==> config.mk <==
export PLATFORM = sky130hd
export DESIGN_NAME = tmr_compare_unit
export DESIGN_NICKNAME = d
export VERILOG_FILES = /design/src/rtl/tmr_cmp_pkg.sv /design/src/rtl/tmr_prescaler.sv /design/src/rtl/tmr_counter.sv /design/src/rtl/tmr_channel.sv /design/src/rtl/tmr_compare_unit.sv
export SDC_FILE = /design/constraint.sdc
export NUM_CORES = 1
export LEC_CHECK = 0
export BUFFER_PORTS_ARGS = -buffer_cell sky130_fd_sc_hd__buf_2
export CAP_MARGIN = 10
export CORE_MARGIN = 2
export CORE_UTILIZATION = 40
export CTS_CLUSTER_SIZE = 30
export DETAILED_ROUTE_END_ITERATION = 6
export PLACE_DENSITY = 0.63
export REMOVE_ABC_BUFFERS = 1
export SETUP_SLACK_MARGIN = 0.5
export SLEW_MARGIN = 25
export SYNTH_ARGS = -nofsm -noshare
export SYNTH_HDL_FRONTEND = slang
export SYNTH_SLANG_ARGS = --single-unit
==> constraint.sdc <==
create_clock -name clk -period 3.4 [get_ports clk]
set_clock_uncertainty 0.15 [all_clocks]
set_input_delay 0 -clock clk [delete_from_list [all_inputs] [get_ports clk]]
set_output_delay 0 -clock clk [all_outputs]
set_load 0.02 [all_outputs]
==> src/rtl/tmr_cmp_pkg.sv <==
package tmr_cmp_pkg;
    localparam int unsigned REG_CTRL     = 0;
    localparam int unsigned REG_COUNT    = 1;
    localparam int unsigned REG_FLAGS    = 2;
    localparam int unsigned REG_CHEN     = 3;
    localparam int unsigned REG_CMP_BASE = 4;
    localparam int unsigned CTRL_RUN_BIT = 0;
    localparam int unsigned CTRL_DIV_LSB = 8;
endpackage

==> src/rtl/tmr_prescaler.sv <==
module tmr_prescaler #(
    parameter int PRE_W = 8
) (
    input  logic             clk,
    input  logic             rst_n,
    input  logic             run,
    input  logic             halt,
    input  logic             restart,
    input  logic [PRE_W-1:0] div,
    output logic             tick
);
    typedef struct packed {
        logic [PRE_W-1:0] phase;
    } pre_st_t;

    pre_st_t s_d, s_q;

    always_comb begin
        s_d  = s_q;
        tick = 1'b0;
        if (restart) begin
            s_d.phase = '0;
        end else if (run && !halt) begin
            if (s_q.phase >= div) begin
                tick      = 1'b1;
                s_d.phase = '0;
            end else begin
                s_d.phase = s_q.phase + 1'b1;
            end
        end
    end

    always_ff @(posedge clk or negedge rst_n) begin
        if (!rst_n) s_q <= '0;
        else        s_q <= s_d;
    end

    // a counter write restarts the phase
    assert_phase_restart_R4: assert property (@(posedge clk) disable iff (!rst_n)
        restart |=> (s_q.phase == '0));

    // halt freezes the phase
    assert_halt_phase_R6: assert property (@(posedge clk) disable iff (!rst_n)
        (halt && !restart) |=> $stable(s_q.phase));
endmodule

==> src/rtl/tmr_counter.sv <==
module tmr_counter #(
    parameter int CNT_W = 32
) (
    input  logic             clk,
    input  logic             rst_n,
    input  logic             tick,
    input  logic             load,
    input  logic [CNT_W-1:0] load_val,
    output logic [CNT_W-1:0] count,
    output logic [CNT_W-1:0] count_inc,
    output logic             step
);
    typedef struct packed {
        logic [CNT_W-1:0] value;
    } cnt_st_t;

    cnt_st_t s_d, s_q;

    always_comb begin
        s_d       = s_q;
        count_inc = s_q.value + CNT_W'(1);
        step      = tick && !load;
        if (load)      s_d.value = load_val;
        else if (tick) s_d.value = count_inc;
    end

    assign count = s_q.value;

    always_ff @(posedge clk or negedge rst_n) begin
        if (!rst_n) s_q <= '0;
        else        s_q <= s_d;
    end

    // a write loads the value directly
    assert_load_value_R4: assert property (@(posedge clk) disable iff (!rst_n)
        load |=> (count == $past(load_val)));

    // without a load the counter holds or moves by exactly one (modulo wrap)
    assert_single_step_R2: assert property (@(posedge clk) disable iff (!rst_n)
        !load |=> ((count == $past(count)) || (count == $past(count) + CNT_W'(1))));
endmodule

==> src/rtl/tmr_channel.sv <==
module tmr_channel #(
    parameter int CNT_W = 32
) (
    input  logic             clk,
    input  logic             rst_n,
    input  logic             step,
    input  logic [CNT_W-1:0] count_inc,
    input  logic             enable,
    input  logic             cmp_we,
    input  logic [CNT_W-1:0] cmp_wdata,
    input  logic             clr,
    output logic             flag,
    output logic [CNT_W-1:0] cmp
);
    typedef struct packed {
        logic [CNT_W-1:0] cmp;
        logic             flag;
    } ch_st_t;

    ch_st_t s_d, s_q;
    logic   hit;

    always_comb begin
        s_d = s_q;
        hit = step && enable && (count_inc == s_q.cmp);
        if (cmp_we) s_d.cmp = cmp_wdata;
        s_d.flag = hit || (s_q.flag && !clr);
    end

    assign flag = s_q.flag;
    assign cmp  = s_q.cmp;

    always_ff @(posedge clk or negedge rst_n) begin
        if (!rst_n) s_q <= '0;
        else        s_q <= s_d;
    end

    // set flag survives until a clear
    assert_flag_sticky_R9: assert property (@(posedge clk) disable iff (!rst_n)
        (s_q.flag && !clr) |=> s_q.flag);

    // disabled channel cannot raise its flag
    assert_no_set_disabled_R8: assert property (@(posedge clk) disable iff (!rst_n)
        (!enable && !s_q.flag) |=> !s_q.flag);

    // stepping onto the compare value raises the flag
    assert_flag_on_match_R7: assert property (@(posedge clk) disable iff (!rst_n)
        (step && enable && (count_inc == s_q.cmp)) |=> s_q.flag);
endmodule

==> src/rtl/tmr_compare_unit.sv <==
module tmr_compare_unit
    import tmr_cmp_pkg::*;
#(
    parameter int CNT_W  = 32,
    parameter int PRE_W  = 8,
    parameter int NCH    = 4,
    parameter int ADDR_W = 3
) (
    input  logic              clk,
    input  logic              rst_n,
    input  logic              debug_halt,
    input  logic              bus_we,
    input  logic [ADDR_W-1:0] bus_addr,
    input  logic [CNT_W-1:0]  bus_wdata,
    output logic [CNT_W-1:0]  bus_rdata,
    output logic [NCH-1:0]    irq
);
    localparam int DIV_MSB = CTRL_DIV_LSB + PRE_W - 1;

    typedef struct packed {
        logic             run;
        logic [PRE_W-1:0] div;
        logic [NCH-1:0]   chen;
    } cfg_st_t;

    cfg_st_t s_d, s_q;

    logic             ctrl_we, count_we, flags_we, chen_we;
    logic             tick, step;
    logic [CNT_W-1:0] count_w, count_inc_w;
    logic [NCH-1:0]   flag_w, clr_w;
    logic [CNT_W-1:0] cmp_w [NCH];

    always_comb begin
        ctrl_we  = bus_we && (bus_addr == ADDR_W'(REG_CTRL));
        count_we = bus_we && (bus_addr == ADDR_W'(REG_COUNT));
        flags_we = bus_we && (bus_addr == ADDR_W'(REG_FLAGS));
        chen_we  = bus_we && (bus_addr == ADDR_W'(REG_CHEN));
        clr_w    = flags_we ? bus_wdata[NCH-1:0] : '0;
    end

    always_comb begin
        s_d = s_q;
        if (ctrl_we) begin
            s_d.run = bus_wdata[CTRL_RUN_BIT];
            s_d.div = bus_wdata[DIV_MSB:CTRL_DIV_LSB];
        end
        if (chen_we) s_d.chen = bus_wdata[NCH-1:0];
    end

    always_ff @(posedge clk or negedge rst_n) begin
        if (!rst_n) s_q <= '0;
        else        s_q <= s_d;
    end

    tmr_prescaler #(.PRE_W(PRE_W)) u_pre (
        .clk     (clk),
        .rst_n   (rst_n),
        .run     (s_q.run),
        .halt    (debug_halt),
        .restart (count_we),
        .div     (s_q.div),
        .tick    (tick)
    );

    tmr_counter #(.CNT_W(CNT_W)) u_cnt (
        .clk       (clk),
        .rst_n     (rst_n),
        .tick      (tick),
        .load      (count_we),
        .load_val  (bus_wdata),
        .count     (count_w),
        .count_inc (count_inc_w),
        .step      (step)
    );

    for (genvar k = 0; k < NCH; k++) begin : g_ch
        tmr_channel #(.CNT_W(CNT_W)) u_ch (
            .clk       (clk),
            .rst_n     (rst_n),
            .step      (step),
            .count_inc (count_inc_w),
            .enable    (s_q.chen[k]),
            .cmp_we    (bus_we && (bus_addr == ADDR_W'(REG_CMP_BASE + k))),
            .cmp_wdata (bus_wdata),
            .clr       (clr_w[k]),
            .flag      (flag_w[k]),
            .cmp       (cmp_w[k])
        );
    end

    always_comb begin
        bus_rdata = '0;
        if (bus_addr == ADDR_W'(REG_CTRL)) begin
            bus_rdata[CTRL_RUN_BIT]         = s_q.run;
            bus_rdata[DIV_MSB:CTRL_DIV_LSB] = s_q.div;
        end else if (bus_addr == ADDR_W'(REG_COUNT)) begin
            bus_rdata = count_w;
        end else if (bus_addr == ADDR_W'(REG_FLAGS)) begin
            bus_rdata[NCH-1:0] = flag_w;
        end else if (bus_addr == ADDR_W'(REG_CHEN)) begin
            bus_rdata[NCH-1:0] = s_q.chen;
        end
        for (int k = 0; k < NCH; k++) begin
            if (bus_addr == ADDR_W'(REG_CMP_BASE + k)) bus_rdata = cmp_w[k];
        end
    end

    assign irq = flag_w;

    // stopped counter holds unless written
    assert_stopped_hold_R3: assert property (@(posedge clk) disable iff (!rst_n)
        (!s_q.run && !count_we) |=> $stable(count_w));

    // halted counter holds unless written
    assert_halt_hold_R6: assert property (@(posedge clk) disable iff (!rst_n)
        (debug_halt && !count_we) |=> $stable(count_w));
endmodule

# After elaboration in Yosys (flattened, before gate mapping)
# Index checks and enable logic that the tools add are counted.
# Widths: inputs -> output; s select.
# op_classes
add_sub_neg,2
n_lt_le_gt_ge,1
eq_ne,11
n_mux,21
reduce_logical,35
# ops
cell,count
$mux 32,6
$eq 32x32->1,4
$add 32x1->32 const B,1
$mux 8,4
$mux 28,1
$logic_and 1x1->1,22
$mux 16,1
$mux 4,4
$eq 3x3->1 const B,4
$add 8x1->8 const B,1
$ge 8x8->1,1
$mux 7,1
$eq 3x2->1 const B,2
$logic_not 1->1,6
$logic_or 1x1->1,4
$mux 1,4
$reduce_bool 2->1,2
$eq 3x1->1 const B,1
$logic_not 3->1,1
# totals
regBits,185
in_bits,39
out_inout_bits,36
wordCells,83

# Logic depth before layout (Yosys ltp)
# Gate-level depths: netlist (run 1).
# depth
ltp_word,9
mapped_depth,11
mapped_depth_nobuf,10

# By module
# Synthesis (run 1) repeated with hierarchy kept, for this count alone.
# hier_totals
cells_unflattened,1054
hier_area_um2,11477.3
# by_module_without_submodules
module,n_inst,cells_per_inst,area_each_um2,seq_area_each_um2
tmr_channel,4,114,1581.5,825.8
tmr_counter,1,302,2412.3,800.8
tmr_compare_unit,1,229,2065.7,325.3
tmr_prescaler,1,67,673.1,200.2

# Worst setup path after synthesis (run 1)
# No wires, ideal clock.
# synth_path
kind,flip-flop to flip-flop
start,register u_cnt.s_q (netlist bit u_cnt.count[1])
end,register g_ch[3].u_ch.s_q (netlist bit g_ch[3].u_ch.flag)
t_arrival_ns,2.832
required_ns,3.183
setup_slack_ns,0.351
path_stages_with_launch,11
n_path_buf,1
period_less_slack_ns,3.049
path_cell_list,dfrtp_1 -> ha_1 -> buf_2 -> nand3_4 -> or4_4 -> nor3_4 -> a2bb2oi_1 -> nand4_1 -> or4_1 -> nor4_1 -> a32o_1
# synth_rtl
item,line,text
start: declaration,tmr_counter.sv:17,"cnt_st_t s_d, s_q;"
start signal: assignment,tmr_counter.sv:30,if (!rst_n) s_q <= '0;
start signal: assignment,tmr_counter.sv:31,else s_q <= s_d;
end signal: assignment,tmr_channel.sv:34,if (!rst_n) s_q <= '0;
end signal: assignment,tmr_channel.sv:35,else s_q <= s_d;
end: declaration,tmr_channel.sv:20,"ch_st_t s_d, s_q;"

==> results of run 1 <==
## state kept, by name, summed over array words and instances (netlist names)
register	flops
s_q	13
g_ch.u_ch.flag	4
u_cnt.count	32
u_pre.s_q	8
g_ch.u_ch.cmp	128
## how the worst min path moves through the flow
stage / end / slack [ns] / depth (start not counted)
2_1_floorplan: g_ch[0].u_ch.cmp[0] / -0.45 / 0
3_3_place_gp: g_ch[3].u_ch.cmp[21] / -0.05 / 1
3_5_place_dp: g_ch[3].u_ch.cmp[21] / -0.05 / 1
4_1_cts: g_ch[3].u_ch.cmp[30] / 0.03 / 2
5_1_grt: g_ch[3].u_ch.cmp[26] / 0.06 / 2
6_report: g_ch[3].u_ch.cmp[30] / -0.008 / 2
## kinds of logic (layout without fill, tap and decap cells)
family                     Yosys count  count (layout)  share of synthesized area [%]
adders and majority gates           10              10                          0.983
buffers and inverters              136             315                           4.38
xor gates and xnor gates           142             142                           10.3
AOI/OAI and AO/OA                  318             318                           15.9
muxes                              182             182                           15.9
DFF                                185             185                           36.4
and+or+nand+nor                    377             377                           16.3
## metal layers
metal  share of wire [%]  vias to the layer above  track usage, %
met5                   0                        -               0
met4                 2.8                        0            9.81
met3                 6.1                       85            3.85
met2                  46                      488            47.6
met1                  46                     5931            43.8
li1                    -                     5290               -
## worst register-to-register path, cell delays in order, from the launching register on
cell,delay (ns)
dfrtp_2,0.44
nand4_1,0.20
buf_4,0.20
nor4_4,0.14
buf_6,0.20
buf_4,0.22
nand2_2,0.13
xnor2_1,0.20
nor4_2,0.55
nand4_1,0.23
nor4_2,0.19
a31o_2,0.18
## power by group
part	switching, mW	leakage (nW)	internal (mW)
combinational	1.94	3.88	1.61
sequential	0.716	2.25	2.68
clock	0.931	0.266	1.07
total	3.58	6.40	5.37
## layout make-up
class / count / area share, %
Inverter: 28 / 0.671
Sequential cell: 185 / 29.6
Multi-Input combinational cell: 1029 / 50.5
Clock buffer: 23 / 3.05
Timing Repair Buffer: 255 / 12.4
Tap cell: 402 / 3.21
Clock inverter: 9 / 0.583
## layout by cell type, fill, tap and decap left out, drive strengths merged, types with 24 or more instances in the layout
master,netlist,final
mux2,138,138
mux2i,42,42
nor3,32,32
buf,28,219
xor2,36,36
nor4,27,27
xnor2,102,102
dfrtp,185,185
clkbuf,80,25
a21oi,60,60
nand3,28,28
o21ai,124,124
o311ai,27,27
dlygate4sd3,0,34
nand4,24,24
nand2,94,94
inv,27,28
nor2,76,76
## per-stage QoR
stage / TNS [ns] / cells / utilization [%]
2_1_floorplan: -6.39 / 1242 / -
3_3_place_gp: -0.00952 / 1830 / 44.6
3_5_place_dp: -0.0236 / 1830 / 44.6
4_1_cts: 0 / 1906 / 48.5
5_1_grt: 0 / 1931 / 49.7
6_report: 0 / 1931 / 49.7
## timing repair
item,CTS,global route
gates cloned,0,2
gates resized for setup,46,32
endpoints found under the hold margin,270,0
setup buffers,10,23
hold buffers,34,0
pin swaps,12,5
endpoints found under the setup margin,12,26
==> impl_metrics.ini, run 1 <==
[outcome]
status = finished, violations left
failed_checks = negative hold slack

[logic_synthesis]
synth_area_leaders = dfrtp_1, mux2_2, xnor2_1, o21ai_0, mux2i_1
yosys_register_bits = 185
synth-edff-count = 0
syn_area_per_cell_sq_um = 9.43
yosysSeqAreaShare_pct = 36.4
yosys_most_used_dff = dfrtp_1
synth_common_cells = dfrtp_1, mux2_2, o21ai_0, xnor2_1, nand2_1
synth_most_common_cell = dfrtp_1
syn_area_sq_um = 12700
synthArstFlopShare_pct = 100
synth_top_cell_by_area = dfrtp_1
synth_top_area_share_pct = 36.4
synth_cells = 1350
ys_warn_count = 0
yosysUniqueCellTypes = 77

[critical_path]
worst-path-buf-inv = 3
cp-endpoint = g_ch[0].u_ch.flag
cpPeakStageDelay_ns = 0.55
cp-end-kind = register
critical_path.slowest_cell = nor4_2
cp_cell_sequence = nand4_1 -> buf_4 -> nor4_4 -> buf_6 -> buf_4 -> nand2_2 -> xnor2_1 -> nor4_2 -> nand4_1 -> nor4_2 -> a31o_2
crit_required_ns = 3.65
worstSetupStartpoint = u_cnt.count[7]
r2r_cells = 11
cpLargestDelayFamily = simple AND/OR/NAND/NOR gates
path_max_fanout = 7
path_depth = 11
worstReg2RegStart = u_cnt.count[7]
r2r_slack_ns = 0.30
r2r-end = g_ch[0].u_ch.flag
start_kind = register
arrival_ns = 3.35
crit_type = register to register

[timing]
fmax_ghz = 0.323
tightest_slew_ns = 0.781
whs_ns = -0.00806
timing.final.ws_setup_ns = 0.301
setup_violations = 0
slew-limit-headroom_pct = 47.9
min_period_over_period_pct = 91.1
rsz0062_at_grt = true
period_needed_ns = 3.10
finalHoldViolCount = 7
final_max_slew_viol_count = 0

[global_routing]
grt_pass1_wl_mm = 75.2
grt_max_degree = 82
overflow = 0
track_usage_pct = 30.5
grt_pass1_vias = 11300
antenna_found_initial = 1

[route]
num_vias = 11800
drtIter0Drc = 1089
ant_nets = 0
wirelength_mm = 50.8
dr.pass1.iters = 5
post_drt_wl_per_cell_um = 26.3
vias_per_cell = 6.11
drc = 0

[die]
core_area_sq_um = 31500
io_pins = 75
start_util_pct = 40.4
die_area_sq_um = 33300
die_y_um = 182
num_rows = 65
dieWidth_um = 182

[place]
dp_slack_ns = -0.0236
place.port_buffers = 74
place_congestion = 0.996
place_area_sq_um = 14100
hpwl_mm = 36.9

[finish]
areaGrowthSynthToFinish_pct = 23.0
nets = 1565
fin_area_sq_um = 15700
diodes = 0
multi_input_area_sq_um = 7910
n_fill_cell = 2976
layout-drive-gt1-share_pct = 30.8
regArea_sq_um = 4640

[worst_hold_path]
hold_class = input pin to async pin

[pwr]
power_mw = 8.95
ir_worst_vdd_mv = 0.385
powerDensity_nw_per_um2 = 572
p_leak_nw = 6.40

[cts]
path_clk_slew_ns = 0.08
root_buffer = clkbuf_16
cts_tree = done
clockBufferDepth = 2
numCtsBuffers = 17
numClockSinks = 185
insertion_delay_ns = 0.46
htreeDepth = 4

[run]
drv_cap = 0
Note: power is estimated with default switching activity, not from simulation.
==> run 2: changes to the inputs <==
- ABC_AREA: not set -> 1
==> run 2 against run 1 <==
  * The flow finishes with violations (design-rule violations, negative hold slack)
  * Cell count grew 15%
  * Non-clock buffer count shrank 112
  * Maximum frequency grew 11%
  * Die area shrank 7.9%
  * Largest power group unchanged
  * Register-to-register slack gained 0.31 ns
  * Sequential power is essentially flat
  * Highest routed layer unchanged
  * First-iteration DRC count grew 17%
  * Critical path depth grew 4
  * Worst setup slack gained 0.31 ns
==> impl_metrics.ini, run 2 <==
[logic_synthesis]
yosys_most_used_dff = dfrtp_1
synth_top_cell_by_area = dfrtp_1
synth_common_cells = nand2_1, inv_1, dfrtp_1, o21ai_0, nor2_1
ys_warn_count = 0
synth-edff-count = 0
yosysSeqAreaShare_pct = 39.6
synth_most_common_cell = nand2_1
yosysUniqueCellTypes = 36
syn_area_sq_um = 11700
yosys_register_bits = 185
synthArstFlopShare_pct = 100
synth_top_area_share_pct = 39.6
synth_area_leaders = dfrtp_1, nand2_1, o21ai_0, inv_1, nand3_1
synth_cells = 1718
syn_area_per_cell_sq_um = 6.81

[pwr]
power_frac_comb_pct = 39.1
p_leak_nw = 6.74
pwr-share-seq_pct = 38.0
pwr-share-clk_pct = 23.0
ir_worst_vdd_mv = 0.417
power.internal_mw = 4.99
p_sw_share_pct = 44.4
p_switching_mw = 3.99
powerDensity_nw_per_um2 = 660

[worst_hold_path]
hold_class = input pin to async pin

[route]
wirelength_mm = 42.8
vias_per_cell = 5.51
drtIter0Drc = 1271
ant_nets = 0
num_vias = 12300
drc = 4
dr.pass1.iters = 7
post_drt_wl_per_cell_um = 19.3

[finish]
diodes = 0
n_fill_cell = 2987
layout_commonest_cell = nand2_1
areaGrowthSynthToFinish_pct = 16.3
final_cell_mix = nand2_1, inv_1, dfrtp_1
regArea_sq_um = 4630
layout-drive-gt1-share_pct = 11.0
nets = 1876
multi_input_area_sq_um = 6150
largest_register_ffs = 128

[global_routing]
overflow = 0
antenna_found_initial = 0
grt_pass1_wl_mm = 66.2
track_usage_pct = 28.3
grt_pass1_vias = 11500
grt_max_degree = 79

[timing]
period_needed_ns = 2.79
min_period_over_period_pct = 82.1
tightest_slew_ns = 0.870
fmax_ghz = 0.358
finalSetupTns_ns = 0
slew-limit-headroom_pct = 41.8
whs_ns = -0.00175
finalHoldViolCount = 1
final_max_slew_viol_count = 0
rsz0062_at_grt = true
setup_violations = 0

[cts]
numCtsBuffers = 17
clockBufferDepth = 2
insertion_delay_ns = 0.46
cts_tree = done
root_buffer = clkbuf_16
htreeDepth = 4
numClockSinks = 185
path_clk_slew_ns = 0.08

[die]
core_area_sq_um = 28800
num_rows = 62
dieWidth_um = 175
die_area_sq_um = 30600
start_util_pct = 40.6
io_pins = 75
die_y_um = 175

[critical_path]
start_kind = register
r2r_slack_ns = 0.61
path_max_fanout = 8
r2r_cells = 15
arrival_ns = 3.03
r2r-end = g_ch[1].u_ch.flag
crit_required_ns = 3.64
crit_type = register to register
cp-end-kind = register
worstReg2RegStart = u_cnt.count[0]

[outcome]
status = finished, violations left
failed_checks = design-rule violations, negative hold slack

[run]
drv_cap = 0

[place]
place.port_buffers = 74
place_congestion = 0.956
hpwl_mm = 30.6
## run 2: cell families (layout without fill, tap and decap cells)
family	count (synthesis)	in the layout	synth area share (%)
compound gates	295	295	15.1
xor+xnor	17	17	1.27
fa+ha+maj	10	10	1.07
buf+inv	252	374	8.31
flops	185	185	39.6
simple gates	959	959	34.6
## run 2: repair_timing
item / CTS / global route
endpoints found under the hold margin: 263 / 0
hold buffers: 35 / 0
resized for setup: 1 / 10
pin swaps: 0 / 3
setup buffers: 0 / 10
setup endpoints to repair: 3 / 6
## run 2: layout make-up
class,instances,area share (%)
clock buffers,17,3.13
inverters,199,5.49
flip-flops and latches,185,34.0
well taps,384,3.53
clock inverters,15,1.13
repair buffers,143,7.51
multi-input cells,1281,45.2
## run 2: how the worst max path moves through the flow
stage	to	depth (start not counted)	startpoint	slack (ns)
2_1_floorplan	g_ch[2].u_ch.cmp[0]	6	bus_addr[1]	0.53
6_report	g_ch[1].u_ch.flag	15	u_cnt.count[0]	0.61
5_1_grt	g_ch[3].u_ch.flag	16	u_cnt.count[0]	0.47
3_3_place_gp	g_ch[1].u_ch.flag	15	u_cnt.count[0]	0.46
3_5_place_dp	g_ch[3].u_ch.flag	15	u_cnt.count[0]	0.46
4_1_cts	g_ch[3].u_ch.flag	15	u_cnt.count[0]	0.56
## run 2: through the flow
stage                     total power [mW]  instances  cell area, sq um  util, %  setup WS (ns)
after detailed placement              6.78       2147             12600     43.6          0.460
after global routing                  9.63       2224             13600     47.3          0.471
after global placement                6.74       2147             12600     43.6          0.457
after CTS                             8.88       2214             13500     46.9          0.555
final                                 8.99       2224             13600     47.3          0.609
after floorplan                       5.66       1665             11500        -          0.530
## run 2: critical path: stages, from the launching register on
cell     delay [ns]
dfrtp_2        0.46
ha_1           0.23
nand2_2        0.11
nor2_4         0.26
nand3_2        0.23
nand2_2        0.16
nand2_1        0.14
nand2_1        0.09
nand2_1        0.05
nor2_1         0.18
nand2_1        0.08
nor2_1         0.18
nand2_1        0.12
nor2_1         0.11
nand3_1        0.08
nand2_1        0.08
## run 2: metal layers
metal	GRT usage (%)	share of wire [%]	vias up
met5	0	0	-
met4	10.2	3.1	0
met3	5.85	9.1	89
met2	42.8	44	566
met1	40.0	44	5784
li1	-	-	5815
## run 2: power by group through the flow
stage / sequential, mW / clock [mW] / combinational [mW]
global placement: 3.41 / 0 / 3.33
CTS: 3.39 / 2.08 / 3.41
detailed placement: 3.42 / 0 / 3.36
finish: 3.41 / 2.06 / 3.51
global route: 3.48 / 2.17 / 3.98
floorplan: 3.19 / 0 / 2.47
==> run 3: changes to the inputs <==
- PLACE_DENSITY: 0.63 -> 0.66
- clock period: 3.4 -> 2.3 ns (I/O delays scaled with it)
==> run 3 against run 2 <==
  * The run ends with negative hold slack, negative setup slack left
  * Die area unchanged
  * Utilization rose by 11 points
  * Flip-flop and latch count unchanged
  * Wire length up 8.9%
  * Combinational power rose to 2.5 times the previous value
  * Cell area grew 23%
  * Maximum frequency rose by 14%
  * Non-clock buffer count increased by 197
  * Count of clock-buffer cells in the layout up 2
  * Sequential power rose by 44%
  * Worst hold slack got worse by 0.18 ns
  * Largest power group unchanged
==> impl_metrics.ini, run 3 (synthesis results as in run 2) <==
[outcome]
status = finished, violations left
failed_checks = negative hold slack, negative setup slack

[pwr]
p_switching_mw = 7.24
power_frac_comb_pct = 52.8
ir_worst_vdd_mv = 0.627
pwr-share-clk_pct = 17.6
p_leak_nw = 7.99
power.internal_mw = 9.38
pwr-share-seq_pct = 29.6
p_sw_share_pct = 43.6
powerDensity_nw_per_um2 = 996

[route]
vias_per_cell = 5.60
ant_nets = 0
drtIter0Drc = 1462
drc = 0
dr.pass1.iters = 6
post_drt_wl_per_cell_um = 19.3
wirelength_mm = 46.6
num_vias = 13600

[run]
drv_cap = 0

[critical_path]
crit_type = register to register
path_max_fanout = 6
cp-end-kind = register
worstReg2RegStart = u_cnt.count[1]
r2r_cells = 16
start_kind = register
cp_cell_sequence = ha_2 -> nand2_2 -> nor2_4 -> nand2_2 -> nor2_4 -> buf_12 -> nand2_4 -> nand2_4 -> nand2_4 -> nand2_2 -> nand2_2 -> nor2_2 -> nand2_2 -> nor2_4 -> nand4_1 -> nand2_1
crit_required_ns = 2.55
critical_path.slowest_cell = dfrtp_1
worstSetupStartpoint = u_cnt.count[1]
critPathMostFrequentCell = nand2_2
arrival_ns = 2.70
cpPeakStageDelay_ns = 0.38

[global_routing]
grt_pass1_wl_mm = 70.9
antenna_found_initial = 0
grt_pass1_vias = 12700
overflow = 0
grt_max_degree = 57
track_usage_pct = 30.1

[cts]
htreeDepth = 4
numClockSinks = 185
clockBufferDepth = 2
path_clk_slew_ns = 0.08
root_buffer = clkbuf_16
ctsHoldBuffers = 35
numCtsBuffers = 17
insertion_delay_ns = 0.46
cts_tree = done

[timing]
final_max_slew_viol_count = 0
finalSetupTns_ns = -0.461
period_needed_ns = 2.45
rsz0062_at_grt = true
setup_violations = 4
fmax_ghz = 0.408
timing.final.ws_setup_ns = -0.152
min_period_over_period_pct = 107
tightest_slew_ns = 0.716
finalHoldViolCount = 5
slew-limit-headroom_pct = 51.8
whs_ns = -0.183

[finish]
nets = 2073
largest_register_ffs = 128
final_cell_mix = nand2_1, buf_4, dfrtp_1
n_fill_cell = 2649
layout_commonest_cell = nand2_1
diodes = 0
layout-drive-gt1-share_pct = 30.3
multi_input_area_sq_um = 7320
regArea_sq_um = 4630
areaGrowthSynthToFinish_pct = 42.7

[worst_hold_path]
hold_class = input pin to register
hold_start = debug_halt
min_path_cells = 4

[place]
hpwl_mm = 32.2
dp_slack_ns = -0.396
place_congestion = 0.971
place.port_buffers = 74

[die]
io_pins = 75
dieWidth_um = 175
die_area_sq_um = 30600
start_util_pct = 40.6
core_area_sq_um = 28800
die_y_um = 175
num_rows = 62
run 3: cell count changes in the layout (fill, tap and decap cells not counted), moves of 24 or more:
cell      before  now
buf_6          0   51
inv_1        192  166
o221ai_1      25    0
buf_4         31  185
nor2_1       130   90
nor2_2        10   37
nand2_1      602  549
nand2_4        2   31
nand2_2       25   49
run 3: repair_timing:
item	4_1_cts	5_1_grt
setup endpoints to repair	66	74
setup buffers	38	18
endpoints found under the hold margin	366	5
gates resized for setup	302	106
cloned	4	0
pin swaps	75	73
run 3: critical path, delay by kind of cell, from the launching register on:
family | cells | cell delay, ns
flip-flops | 1 | 0.38
AND/OR/NAND/NOR | 14 | 1.50
buffers and inverters | 1 | 0.16
adder cells (fa/ha/maj) | 1 | 0.20
run 3: final timing paths:
kind	to	slack, ns
worst max-delay path	g_ch[2].u_ch.flag	-0.15
worst min-delay path	u_pre.s_q[7]	-0.18
worst max register to register	g_ch[2].u_ch.flag	-0.15
worst min register to register	s_q[12]	0.34
max in group asynchronous	u_cnt.count[28]	0.76
min in group asynchronous	g_ch[0].u_ch.cmp[11]	0.48
run 3: power groups by stage:
stage / combinational (mW) / clock (mW) / sequential (mW)
4_1_cts: 7.99 / 2.95 / 4.86
3_3_place_gp: 6.19 / 0 / 4.85
2_1_floorplan: 3.65 / 0 / 4.71
3_5_place_dp: 6.31 / 0 / 4.86
5_1_grt: 9.53 / 3.06 / 5.01
6_report: 8.78 / 2.92 / 4.92
run 3: layout make-up:
class                      count  share of cell area [%]
multi-input combinational   1281                    43.8
clock inverter                13                   0.660
clock buffer                  19                    2.65
tap                          384                    2.88
sequential                   185                    27.8
timing repair buffer         340                    17.4
inverter                     199                    4.82
run 3: metal layers:
layer  track usage, %  up-vias  routed length, um
met4             13.8        0               1800
met2             47.4      638              21700
met5            0.321        -                  0
met3             5.48      125               3850
li1                 -     6231                  -
met1             40.2     6559              19200
run 3: metrics by stage:
step | std cells | hold WS (ns) | instance area, sq um | power [mW] | util, %
6_report | 2421 | -0.183 | 16700 | 16.6 | 58.0
5_1_grt | 2421 | -0.184 | 16700 | 17.6 | 58.0
4_1_cts | 2403 | -0.206 | 16100 | 15.8 | 56.0
3_5_place_dp | 2294 | -0.122 | 13700 | 11.2 | 47.6
3_3_place_gp | 2294 | -0.118 | 13700 | 11.0 | 47.6
2_1_floorplan | 1665 | -0.446 | 11500 | 8.36 | -
